`src/rtl/sof_pkg.sv`:
```
package sof_pkg;
    localparam int          BYTE_W     = 8;
    localparam int          FRAME_W    = 11;
    localparam int          CRC_W      = 5;
    localparam int          FIELD_W    = FRAME_W + CRC_W;
    localparam int          HI_FRAME_W = FRAME_W - BYTE_W;
    localparam int          CNT_W      = 2;
    localparam logic [7:0]  PID_SOF    = 8'hA5;
    localparam logic [4:0]  CRC_POLY   = 5'b00101;
    localparam logic [4:0]  CRC_INIT   = 5'b11111;
    localparam logic [4:0]  CRC_RESID  = 5'b01100;
    localparam int          HI_GOOD_BIT = 5;
    localparam int          HI_BAD_BIT  = 4;

    typedef enum logic [1:0] {
        ST_IDLE = 2'd0,
        ST_PID  = 2'd1,
        ST_SOF  = 2'd2,
        ST_SKIP = 2'd3
    } parse_state_e;

    typedef struct packed {
        parse_state_e            st;
        logic [CNT_W-1:0]        cnt;
        logic [BYTE_W-1:0]       b0;
        logic [BYTE_W-1:0]       b1;
        logic                    irq;
        logic                    res_valid;
        logic                    res_good;
        logic [FRAME_W-1:0]      res_frame;
    } parse_regs_t;

    typedef struct packed {
        logic [FRAME_W-1:0]      frame;
        logic                    good;
        logic                    bad;
    } frame_regs_t;
endpackage

```
`src/rtl/sof_crc5_check.sv`:
```
module sof_crc5_check
    import sof_pkg::*;
#(
    parameter int DATA_W = FIELD_W
) (
    input  logic [DATA_W-1:0] bits_i,
    output logic              ok_o
);
    logic [CRC_W-1:0] rem_d;

    always_comb begin
        rem_d = CRC_INIT;
        for (int i = 0; i < DATA_W; i++) begin
            if (bits_i[i] ^ rem_d[CRC_W-1]) begin
                rem_d = {rem_d[CRC_W-2:0], 1'b0} ^ CRC_POLY;
            end else begin
                rem_d = {rem_d[CRC_W-2:0], 1'b0};
            end
        end
        ok_o = (rem_d == CRC_RESID);
    end
endmodule

```
`src/rtl/sof_pkt_parser.sv`:
```
module sof_pkt_parser
    import sof_pkg::*;
(
    input  logic               clk,
    input  logic               rst_n,
    input  logic               pkt_start_i,
    input  logic               byte_valid_i,
    input  logic [BYTE_W-1:0]  byte_data_i,
    input  logic               pkt_end_i,
    output logic               sof_irq_o,
    output logic               res_valid_o,
    output logic               res_good_o,
    output logic [FRAME_W-1:0] res_frame_o
);
    localparam logic [CNT_W-1:0] CNT_MAX = '1;

    parse_regs_t  r_q, r_d;
    parse_state_e cur_st;
    logic         abort;
    logic         fin;
    logic         crc_ok;
    logic [FIELD_W-1:0] field_d;

    assign field_d = {r_d.b1, r_d.b0};

    sof_crc5_check #(.DATA_W(FIELD_W)) crc_i (
        .bits_i (field_d),
        .ok_o   (crc_ok)
    );

    always_comb begin
        r_d           = r_q;
        r_d.irq       = 1'b0;
        r_d.res_valid = 1'b0;
        r_d.res_good  = 1'b0;
        cur_st        = r_q.st;
        abort         = 1'b0;
        if (pkt_start_i) begin
            abort   = (r_q.st == ST_SOF);
            cur_st  = ST_PID;
            r_d.cnt = '0;
        end
        r_d.st = cur_st;
        if (byte_valid_i) begin
            case (cur_st)
                ST_PID: begin
                    if (byte_data_i == PID_SOF) begin
                        r_d.st  = ST_SOF;
                        r_d.cnt = '0;
                        r_d.irq = 1'b1;
                    end else begin
                        r_d.st = ST_SKIP;
                    end
                end
                ST_SOF: begin
                    if (r_d.cnt == CNT_W'(0)) r_d.b0 = byte_data_i;
                    if (r_d.cnt == CNT_W'(1)) r_d.b1 = byte_data_i;
                    if (r_d.cnt != CNT_MAX)   r_d.cnt = r_d.cnt + 1'b1;
                end
                default: ;
            endcase
        end
        fin = pkt_end_i && (r_d.st == ST_SOF);
        if (pkt_end_i) r_d.st = ST_IDLE;
        r_d.res_valid = abort | fin;
        r_d.res_good  = fin && !abort && (r_d.cnt == CNT_W'(2)) && crc_ok;
        r_d.res_frame = {r_d.b1[HI_FRAME_W-1:0], r_d.b0};
    end

    always_ff @(posedge clk) begin
        if (!rst_n) begin
            r_q <= '{st: ST_IDLE, default: '0};
        end else begin
            r_q <= r_d;
        end
    end

    assign sof_irq_o   = r_q.irq;
    assign res_valid_o = r_q.res_valid;
    assign res_good_o  = r_q.res_good;
    assign res_frame_o = r_q.res_frame;

    // a pulse only ever follows a sampled SOF PID byte
    p_irq_after_pid_r2: assert property (@(posedge clk) disable iff (!rst_n)
        sof_irq_o |-> $past(byte_valid_i && byte_data_i == PID_SOF))
        else $error("p_irq_after_pid_r2");

    // a byte outside any packet never raises the interrupt
    p_no_irq_idle_r10: assert property (@(posedge clk) disable iff (!rst_n)
        (r_q.st == ST_IDLE && !pkt_start_i && byte_valid_i) |=> !sof_irq_o)
        else $error("p_no_irq_idle_r10");

    // a start while an SOF is open produces a failing result
    p_abort_bad_r9: assert property (@(posedge clk) disable iff (!rst_n)
        (r_q.st == ST_SOF && pkt_start_i) |=> (res_valid_o && !res_good_o))
        else $error("p_abort_bad_r9");
endmodule

```
`src/rtl/sof_frame_regs.sv`:
```
module sof_frame_regs
    import sof_pkg::*;
(
    input  logic               clk,
    input  logic               rst_n,
    input  logic               res_valid_i,
    input  logic               res_good_i,
    input  logic [FRAME_W-1:0] res_frame_i,
    output logic [BYTE_W-1:0]  reg_lo_o,
    output logic [BYTE_W-1:0]  reg_hi_o
);
    frame_regs_t f_q, f_d;

    always_comb begin
        f_d = f_q;
        if (res_valid_i) begin
            f_d.good = res_good_i;
            f_d.bad  = !res_good_i;
            if (res_good_i) f_d.frame = res_frame_i;
        end
    end

    always_ff @(posedge clk) begin
        if (!rst_n) begin
            f_q <= '0;
        end else begin
            f_q <= f_d;
        end
    end

    always_comb begin
        reg_lo_o              = f_q.frame[BYTE_W-1:0];
        reg_hi_o              = '0;
        reg_hi_o[HI_FRAME_W-1:0] = f_q.frame[FRAME_W-1:BYTE_W];
        reg_hi_o[HI_GOOD_BIT] = f_q.good;
        reg_hi_o[HI_BAD_BIT]  = f_q.bad;
    end

    // a failing result keeps the stored frame number
    p_frame_hold_r5: assert property (@(posedge clk) disable iff (!rst_n)
        (res_valid_i && !res_good_i) |=> $stable(f_q.frame))
        else $error("p_frame_hold_r5");

    // a passing result loads the candidate frame number
    p_good_loads_r4: assert property (@(posedge clk) disable iff (!rst_n)
        (res_valid_i && res_good_i) |=> (f_q.frame == $past(res_frame_i)))
        else $error("p_good_loads_r4");

    // the error flag follows the last result
    p_flag_follow_r5: assert property (@(posedge clk) disable iff (!rst_n)
        res_valid_i |=> (f_q.bad == !$past(res_good_i)))
        else $error("p_flag_follow_r5");

    // the two flags are never set together
    p_flags_excl_r4: assert property (@(posedge clk) disable iff (!rst_n)
        $onehot0({f_q.good, f_q.bad}))
        else $error("p_flags_excl_r4");
endmodule

```
`src/rtl/usb_sof_capture.sv`:
```
module usb_sof_capture
    import sof_pkg::*;
(
    input  logic       clk,
    input  logic       rst_n,
    input  logic       pkt_start,
    input  logic       byte_valid,
    input  logic [7:0] byte_data,
    input  logic       pkt_end,
    output logic       sof_irq,
    output logic [7:0] reg_lo,
    output logic [7:0] reg_hi
);
    logic               res_valid;
    logic               res_good;
    logic [FRAME_W-1:0] res_frame;

    sof_pkt_parser parser_i (
        .clk          (clk),
        .rst_n        (rst_n),
        .pkt_start_i  (pkt_start),
        .byte_valid_i (byte_valid),
        .byte_data_i  (byte_data),
        .pkt_end_i    (pkt_end),
        .sof_irq_o    (sof_irq),
        .res_valid_o  (res_valid),
        .res_good_o   (res_good),
        .res_frame_o  (res_frame)
    );

    sof_frame_regs regs_i (
        .clk         (clk),
        .rst_n       (rst_n),
        .res_valid_i (res_valid),
        .res_good_i  (res_good),
        .res_frame_i (res_frame),
        .reg_lo_o    (reg_lo),
        .reg_hi_o    (reg_hi)
    );
endmodule

```
`config.mk`:
```
export PLATFORM = sky130hd
export DESIGN_NAME = usb_sof_capture
export DESIGN_NICKNAME = d
export VERILOG_FILES = /design/src/rtl/sof_pkg.sv /design/src/rtl/sof_crc5_check.sv /design/src/rtl/sof_pkt_parser.sv /design/src/rtl/sof_frame_regs.sv /design/src/rtl/usb_sof_capture.sv
export SDC_FILE = /design/constraint.sdc
export NUM_CORES = 1
export LEC_CHECK = 0
export ABC_AREA = 0
export BUFFER_PORTS_ARGS = -buffer_cell sky130_fd_sc_hd__buf_4
export CAP_MARGIN = 0
export CELL_PAD_IN_SITES_DETAIL_PLACEMENT = 0
export CELL_PAD_IN_SITES_GLOBAL_PLACEMENT = 1
export CORE_UTILIZATION = 47
export DETAILED_ROUTE_END_ITERATION = 8
export PLACE_DENSITY_LB_ADDON = 0.2
export SYNTH_ARGS = -nofsm -noshare
export SYNTH_HDL_FRONTEND = slang
export SYNTH_SLANG_ARGS = --single-unit
```
`constraint.sdc`:
```
create_clock -name clk -period 6.2 [get_ports clk]
set_clock_uncertainty 0.2 [all_clocks]
set_input_delay 1.55 -clock clk [delete_from_list [all_inputs] [get_ports clk]]
set_output_delay 1.55 -clock clk [all_outputs]
set_load 0.02 [all_outputs]
```
# --- After elaboration in Yosys (flattened, before gate mapping) ---
# Index checks and enable logic that the tools add are counted.
totals:
  register_bits: 47
  latchBits: 0
  mem_bits_rw: 0
  mem_bits_ro: 0
  inputBits: 13
  output_inout_bits: 17
  wordCells: 93
  mem_count: 0
classes:
  addsub: 1
  multipliers: 0
  div_mod_pow: 0
  order_cmp: 0
  eq_ne: 9
  n_shift: 0
  mux: 30
  bitwise_logic: 32
  n_reduce_logical: 10
op_table:
  columns: ["cell", "n"]
  rows:
  - ["$mux W3", 16]
  - ["$not A2 Y2", 15]
  - ["$mux W21", 1]
  - ["$mux W16", 1]
  - ["$mux W8", 2]
  - ["$xor A1 B1 Y1", 13]
  - ["$mux W2", 5]
  - ["$eq A2 B2 Y1 const B", 4]
  - ["$eq A8 B8 Y1 const B", 1]
  - ["$eq A5 B4 Y1 const B", 1]
  - ["$eq A2 B1 Y1 const B", 2]
  - ["$logic_and A1 B1 Y1", 4]
  - ["$mux W1", 4]
  - ["$pmux W2 S2", 1]
  - ["$reduce_and A3 Y1", 1]
  - ["$add A2 B1 Y2 const B", 1]
  - ["$logic_not A1 Y1", 2]
  - ["$logic_not A2 Y1", 1]
  - ["$ne A2 B2 Y1 const B", 1]
  - ["$reduce_and A2 Y1", 1]
  - ["$reduce_or A2 Y1", 1]
  - ["$xor A1 B1 Y1 const B", 2]
  - ["$not A1 Y1", 1]
  - ["$or A1 B1 Y1", 1]

# --- Longest topological paths before layout ---
# Gate-level depths: netlist (run 1).
depth:
  depth_word: 38
  mapped_depth: 12
  mapped_depth_nobuf: 11

# --- Cells and area by module ---
# From an unflattened synthesis (run 1), not the netlist that was laid out.
hier_totals:
  cells_unflattened: 198
  area_unflattened_um2: 1904.3
modules_own_cells:
  columns: ["mod", "n_inst", "cells_each", "area_per_inst_um2", "seq_area_each_um2"]
  rows:
  - ["sof_pkt_parser", 1, 112, 1117.3, 460.4]
  - ["sof_frame_regs", 1, 60, 560.5, 260.2]
  - ["sof_crc5_check", 1, 26, 226.5, 0.0]

# --- Worst setup path before layout (run 1) ---
# Ideal clock, no wire load.
synth_timing:
  path_kind: "input-to-reg"
  from: "input pkt_start"
  to: "register parser_i.r_q (netlist bit parser_i.res_good_o)"
  setup_time_ps: 79
  arrival_time_ps: 3458
  required_time_ps: 5921
  slack_ps: 2463
  cell_stages: 10
  path_buffers: 1
  cell_sequence: "nor2_1 > ha_1 > nand4b_4 > nor2_4 > buf_6 > nor3_2 > a311oi_1 > xor2_1 > or3_1 > a211oi_2"
synth_between:
  elab_chain_len: 23
  elab_cells_between_ends: 70
  classes_between: "add/sub (1); eq/ne (7); mux (27); bitwise (29); reduce/logical (6)"
synth_lines:
  columns: ["item", "line", "rtl"]
  rows:
  - ["from (decl)", "usb_sof_capture.sv:6", "input logic pkt_start,"]
  - ["$mux W2", "sof_pkt_parser.sv:38", "if (pkt_start_i) begin"]
  - ["$logic_not A2 Y1", "sof_pkt_parser.sv:56", "if (r_d.cnt == CNT_W'(0)) r_d.b0 = byte_data_i;"]
  - ["$mux W8", "sof_pkt_parser.sv:56", null]
  - ["$mux W16", "sof_pkt_parser.sv:45", "case (cur_st)"]
  - ["$mux W21", "sof_pkt_parser.sv:44", "if (byte_valid_i) begin"]
  - ["$mux W3", "sof_crc5_check.sv:14", "if (bits_i[i] ^ rem_d[CRC_W-1]) begin"]
  - ["$mux W3 / $xor A1 B1 Y1 (equally long branches)", "sof_crc5_check.sv:14", null]
  - ["$not A2 Y2 (no line) / $mux W3 (equally long branches)", null, null]
  - ["[... 7 more ...]", null, null]
  - ["$mux W3", "sof_crc5_check.sv:14", null]
  - ["$mux W3 / $xor A1 B1 Y1 (equally long branches)", "sof_crc5_check.sv:14", null]
  - ["$not A2 Y2 (no line) / $mux W3 (equally long branches)", null, null]
  - ["$mux W3", "sof_crc5_check.sv:14", null]
  - ["$xor A1 B1 Y1 / $not A2 Y2 (equally long branches)", null, null]
  - ["$mux W3", "sof_crc5_check.sv:14", null]
  - ["$eq A5 B4 Y1", "sof_crc5_check.sv:20", "ok_o = (rem_d == CRC_RESID);"]
  - ["$logic_and A1 B1 Y1 *", "sof_pkt_parser.sv:66", "r_d.res_good = fin && !abort && (r_d.cnt == CNT_W'(2)) && crc_ok;"]
  - ["to (signal assigned)", "sof_pkt_parser.sv:74", "r_q <= r_d;"]
  - ["to (decl)", "sof_pkt_parser.sv:17", "parse_regs_t r_q, r_d;"]
# Mark *: on every way between the ends. The rest lies on a longest branch, timed or not.
# A chain may end at the register's enable or synchronous reset.

# --- Final worst setup path (run 1) ---
# Same ends and word-level chain as after synthesis.

==> results of run 1 <==
## per-stage QoR
step / setup slack (ns) / total power [mW]
finish: 2.241 / 0.4489
detailed placement: 1.960 / 0.2828
CTS: 2.252 / 0.4552
floorplan: 2.463 / 0.2709
global route: 2.040 / 0.4708
global placement: 2.103 / 0.2821
## cell usage in the layout, fill, tap and decap left out, types with 4 or more instances in the layout
cell type / Yosys / routed
xnor2_1: 20 / 20
inv_1: 6 / 6
o21ai_0: 4 / 4
xor2_1: 7 / 7
mux2i_1: 19 / 19
buf_4: 3 / 26
clkbuf_8: 0 / 6
dfxtp_1: 36 / 36
and2_1: 5 / 5
nor2_1: 9 / 9
nor2b_1: 15 / 15
a21boi_0: 14 / 14
nand2_1: 31 / 31
## logic make-up after synthesis
family | Yosys count
AND/OR/NAND/NOR | 74
flip-flops | 36
XOR/XNOR | 30
AO/OA/AOI/OAI | 29
multiplexers | 23
buffers and inverters | 19
adder cells (fa/ha/maj) | 3
other | 1
## state kept, by name, indices dropped and copies added, names as in the netlist
register / count
parser_i.res_valid_o: 1
parser_i.res_frame_o: 10
regs_i.reg_lo_o: 8
parser_i.res_good_o: 1
parser_i.r_q: 10
parser_i.sof_irq_o: 1
regs_i.reg_hi_o: 5
## synth_stat cells (2+ instances only)
cell type / count / area [um2]
a21boi_0: 14 / 105.1
a21o_1: 2 / 15.01
and2_1: 5 / 31.28
buf_2: 2 / 10.01
buf_4: 3 / 22.52
clkbuf_1: 5 / 18.77
dfxtp_1: 36 / 720.7
ha_1: 3 / 37.54
inv_1: 6 / 22.52
mux2i_1: 19 / 190.2
mux2i_4: 2 / 45.04
nand2_1: 31 / 116.4
nand2b_1: 2 / 12.51
nand3_1: 2 / 10.01
nor2_1: 9 / 33.78
nor2b_1: 15 / 93.84
o21ai_0: 4 / 20.02
xnor2_1: 20 / 175.2
xor2_1: 7 / 61.31
## power breakdown
group | leakage (nW) | switching (mW) | internal (mW)
registers | 0.290 | 0.00104 | 0.233
logic | 0.571 | 0.0231 | 0.0210
clock network | 0.0455 | 0.0807 | 0.0905
## worst reg2reg max path: stages (launching register included)
cell      delay [ns]
dfxtp_1         0.32
nor2_1          0.18
ha_1            0.37
nand4b_4        0.17
nor2_4          0.37
mux2i_1         0.14
a311oi_1        0.32
xor2_1          0.12
or3_1           0.40
a211oi_2        0.18
## area by class of cell
| type | count | share of cell area [%] |
|---|---|---|
| repair buffers | 26 | 8.423 |
| inverters | 6 | 0.9719 |
| flip-flops and latches | 36 | 31.10 |
| well taps | 50 | 2.700 |
| multi-input cells | 162 | 52.92 |
| clock buffers | 8 | 3.888 |
## worst paths after layout
| path | slack [ns] | endpoint | startpoint | depth (start not counted) |
|---|---|---|---|---|
| max | 2.24 | parser_i.res_good_o | pkt_start | 12 |
| min | 0.27 | regs_i.reg_lo_o[2] | regs_i.reg_lo_o[2] | 2 |
| max reg2reg | 3.35 | parser_i.res_good_o | parser_i.r_q[32] | 9 |
| min reg2reg | 0.27 | regs_i.reg_lo_o[2] | regs_i.reg_lo_o[2] | 2 |
## layer usage
| layer | up-vias | share of wire, % | GRT usage (%) | wire length, um |
|---|---|---|---|---|
| met3 | 8 | 4.1 | 6.500 | 169 |
| met5 | - | 0 | 0 | 0 |
| met2 | 31 | 46 | 32.72 | 1914 |
| met4 | 0 | 1.8 | 8.333 | 75 |
| met1 | 699 | 48 | 24.52 | 1963 |
| li1 | 756 | - | - | - |
==> results_dict.tcl, run 1 <==
set metrics [dict create \
    cts_tree "yes" \
    cp.buffers_inverters 3 \
    cp_max_fo 13 \
    die_y_um 67.96 \
    multi_input_area_mm2 0.001226 \
    start_kind "input port" \
    vdd_ir_drop_max_v 0.0001222 \
    drc 0 \
    syn_inst 215 \
    crit_slowest_cell "or3_1" \
    vias 1494 \
    ys.flop_type "dfxtp_1" \
    cts-resized-gates 0 \
    io_buffer_count 26 \
    fin_nets 253 \
    clock-root-buffer "clkbuf_8" \
    setup_tns_ns 0 \
    drive_above_1_share_pct 18.91 \
    synth_edf_count 0 \
    clk_transition_reported_paths_ns 0.07 \
    maxSlewHeadroom_pct 64.27 \
    power_density_mw_per_mm2 193.7 \
    placed_area_mm2 0.002227 \
    cts_setup_buffers 0 \
    start_util_pct 50.03 \
    areaGrowthSynthToFinish_pct 13.34 \
    coreArea_mm2 0.004086 \
    grt_pass1_vias 1413 \
    gr-total-overflow 0 \
    min_period_ns 3.959 \
    antenna_found_initial 0 \
    synth_seq_cells 36 \
    status "complete, no violations" \
    dpl.hpwl_mm 3.037 \
    async_reset_ff_share_pct 0 \
    hold_viol 0 \
    cts_hold_buf 0 \
    end_kind "flip-flop" \
    cts_sinks 36 \
    cp.required_ns 6.22 \
    grt_max_degree 35 \
    synth_xor_area_share_pct 14.26 \
    syn-cell-area_mm2 0.002044 \
    cts_buffers 5 \
    arrival_ns 3.98 \
    drtPass1Iterations 4 \
    critPathKind "input port to flip-flop" \
    yosysWarnings 0 \
    cts_max_level 2 \
    fin_area_mm2 0.002317 \
    max_freq_mhz 252.6 \
    post-route-period-util_pct 63.85 \
    ios 30 \
    grt_pass1_wl_mm 6.734 \
    instances_no_fill 288 \
    synth-compound-area-share_pct 11.14 \
    grt_usage_pct 20.23 \
    placed_cells 280 \
    max_cap_violations 0 \
    setup_viol 0 \
    rsz0062_at_grt "false" \
    die_area_mm2 0.004618 \
    ys_types 47 \
    rows 23 \
    wirelength_mm 4.122 \
    diodes 0 \
    die_w_um 67.96 \
    synthAdderAreaFrac_pct 1.836 \
    drt_iter0_markers 58 \
    synth_top_family_by_area "simple AND/OR/NAND/NOR gates" \
    clock_latency_ns 0.29 \
    path_cells "buf_4 -> inv_1 -> nand2_1 -> inv_1 -> ha_1 -> nand4b_4 -> nor2_4 -> mux2i_1 -> a311oi_1 -> xor2_1 -> or3_1 -> a211oi_2" \
    wl_per_cell_um 14.31 \
    p_leak_nw 0.9067 \
    synth_mux_area_share_pct 12.79 \
    worstMarginPinSlew_ns 0.5336 \
    critPathTopFamily "simple AND/OR/NAND/NOR gates" \
    fillers 384 \
    path_common_cell "inv_1" \
    synthSimpleGateAreaFrac_pct 19.40 \
    whs_ns 0.2669 \
    regArea_um2 720.7 \
    synth_seq_area_share_pct 35.25 \
    gp_routability_congestion 0.8614 \
    drv_slew 0 \
    cpPeakStageDelay_ns 0.40 \
    drt-vias-per-instance 5.188 \
    syn_area_per_cell_um2 9.509 \
    min_path_type "flip-flop to flip-flop" \
    postLayoutCoreUtil_pct 56.71 \
    postRouteAntennaNets 0 \
    cts_max_path_buffers 2 \
]
Note: power is estimated with default switching activity, not from simulation.
==> inputs of run 2 (changes only) <==
- CORE_UTILIZATION: 47 -> 39
- clock period: 6.2 -> 3.46 ns (I/O delays scaled with it)
==> results_dict.tcl, run 2 (synthesis gave the netlist of run 1 again) <==
set metrics [dict create \
    grt_usage_pct 16.32 \
    path_cells "buf_4 -> inv_1 -> nand2_1 -> inv_1 -> ha_1 -> nand4b_4 -> nor2_4 -> buf_4 -> a21o_1 -> a311oi_1 -> xor2_1 -> or3_1 -> a211oi_2" \
    mostFrequentLayoutCells "dfxtp_1, nand2_1, buf_4" \
    max_freq_mhz 333.8 \
    drv_slew 0 \
    clock-root-buffer "clkbuf_8" \
    clock_latency_ns 0.29 \
    die_y_um 74.41 \
    coreArea_mm2 0.004880 \
    power_density_mw_per_mm2 362.1 \
    cp.buffers_inverters 4 \
    cp-startpoint "pkt_start" \
    wl_per_cell_um 13.27 \
    r2r-start "parser_i.r_q[32]" \
    grt_max_degree 35 \
    end_kind "flip-flop" \
    fin_area_mm2 0.002379 \
    min_period_ns 2.996 \
    grt_pass1_wl_mm 6.658 \
    min_from "regs_i.reg_hi_o[2]" \
    cts_sinks 36 \
    crit_slowest_cell "or3_1" \
    min_path_type "flip-flop to flip-flop" \
    layout_commonest_cell "dfxtp_1" \
    regToRegSetupSlack_ns 0.90 \
    cpPeakStageDelay_ns 0.39 \
    placed_area_mm2 0.002271 \
    cts_hold_buf 0 \
    areaGrowthSynthToFinish_pct 16.34 \
    cts_max_level 2 \
    rows 25 \
    clk_transition_reported_paths_ns 0.07 \
    postRouteAntennaNets 0 \
    io_buffer_count 26 \
    status "complete, no violations" \
    setup_tns_ns 0 \
    cts-resized-gates 0 \
    gr-total-overflow 0 \
    wirelength_mm 4.088 \
    drtPass1Iterations 4 \
    vdd_ir_drop_max_v 0.0002076 \
    cts_tree "yes" \
    drc 0 \
    drt_iter0_markers 70 \
    dpl.hpwl_mm 2.995 \
    arrival_ns 3.01 \
    die_w_um 74.41 \
    drive_above_1_share_pct 20.33 \
    diodes 0 \
    hold_viol 0 \
    ios 30 \
    cts_setup_buffers 0 \
    p_leak_nw 0.9327 \
    start_util_pct 41.90 \
    critPathKind "input port to flip-flop" \
    setup_viol 0 \
    cp_max_fo 8 \
    drt-vias-per-instance 4.724 \
    vias 1455 \
    cts_max_path_buffers 2 \
    critPathTopFamily "simple AND/OR/NAND/NOR gates" \
    die_area_mm2 0.005536 \
    grt_pass1_vias 1370 \
    max_cap_violations 0 \
    cp.required_ns 3.47 \
    start_kind "input port" \
    fin_nets 256 \
    rsz0062_at_grt "false" \
    cts_buffers 5 \
    post-route-period-util_pct 86.59 \
    antenna_found_initial 0 \
    gp_routability_congestion 0.8169 \
]
run 2: metrics by stage:
| stage | worst slack, ns | cells | util [%] | hold WS (ns) | total power, mW |
|---|---|---|---|---|---|
| finish | 0.4641 | 308 | 48.74 | 0.2682 | 0.8612 |
| CTS | 0.4374 | 308 | 48.74 | 0.2700 | 0.8757 |
| global placement | 0.2163 | 300 | 46.54 | 0.2549 | 0.5086 |
| floorplan | 0.4075 | 217 | - | 0.2402 | 0.4854 |
| detailed placement | 0.1407 | 300 | 46.54 | 0.2596 | 0.5082 |
| global route | 0.2692 | 308 | 48.74 | 0.2926 | 0.8976 |
run 2: layout make-up:
class	instances	area [um2]
clock buffers	6	72.57
clock inverters	2	35.03
fillers	498	2501
inverters	6	22.52
multi-input cells	162	1226
flip-flops and latches	36	720.7
well taps	67	83.83
repair buffers	29	217.7
run 2: path summary, 6_finish.rpt:
check / end / cells after the start
max reg2reg: parser_i.res_good_o / 9
min reg2reg: regs_i.reg_hi_o[2] / 2
max: parser_i.res_good_o / 13
min: regs_i.reg_hi_o[2] / 2
run 2: tightest hold or removal path, stage by stage (launching register included):
cell      delay, ns
dfxtp_1        0.31
nand2_1        0.05
a21boi_0       0.06
run 2: where the power goes:
part	internal (mW)	total [mW]	leakage, nW	switching [mW]
logic	0.0380	0.0795	0.587	0.0416
clock network	0.214	0.363	0.0552	0.150
registers	0.416	0.418	0.290	0.00181
run 2: routing by layer:
layer | track usage, % | vias to the layer above | share of wire (%)
met5 | 0 | - | 0
met4 | 6.289 | 0 | 1.3
met3 | 3.252 | 7 | 2.5
met2 | 25.73 | 21 | 46
met1 | 21.98 | 673 | 50
li1 | - | 754 | -
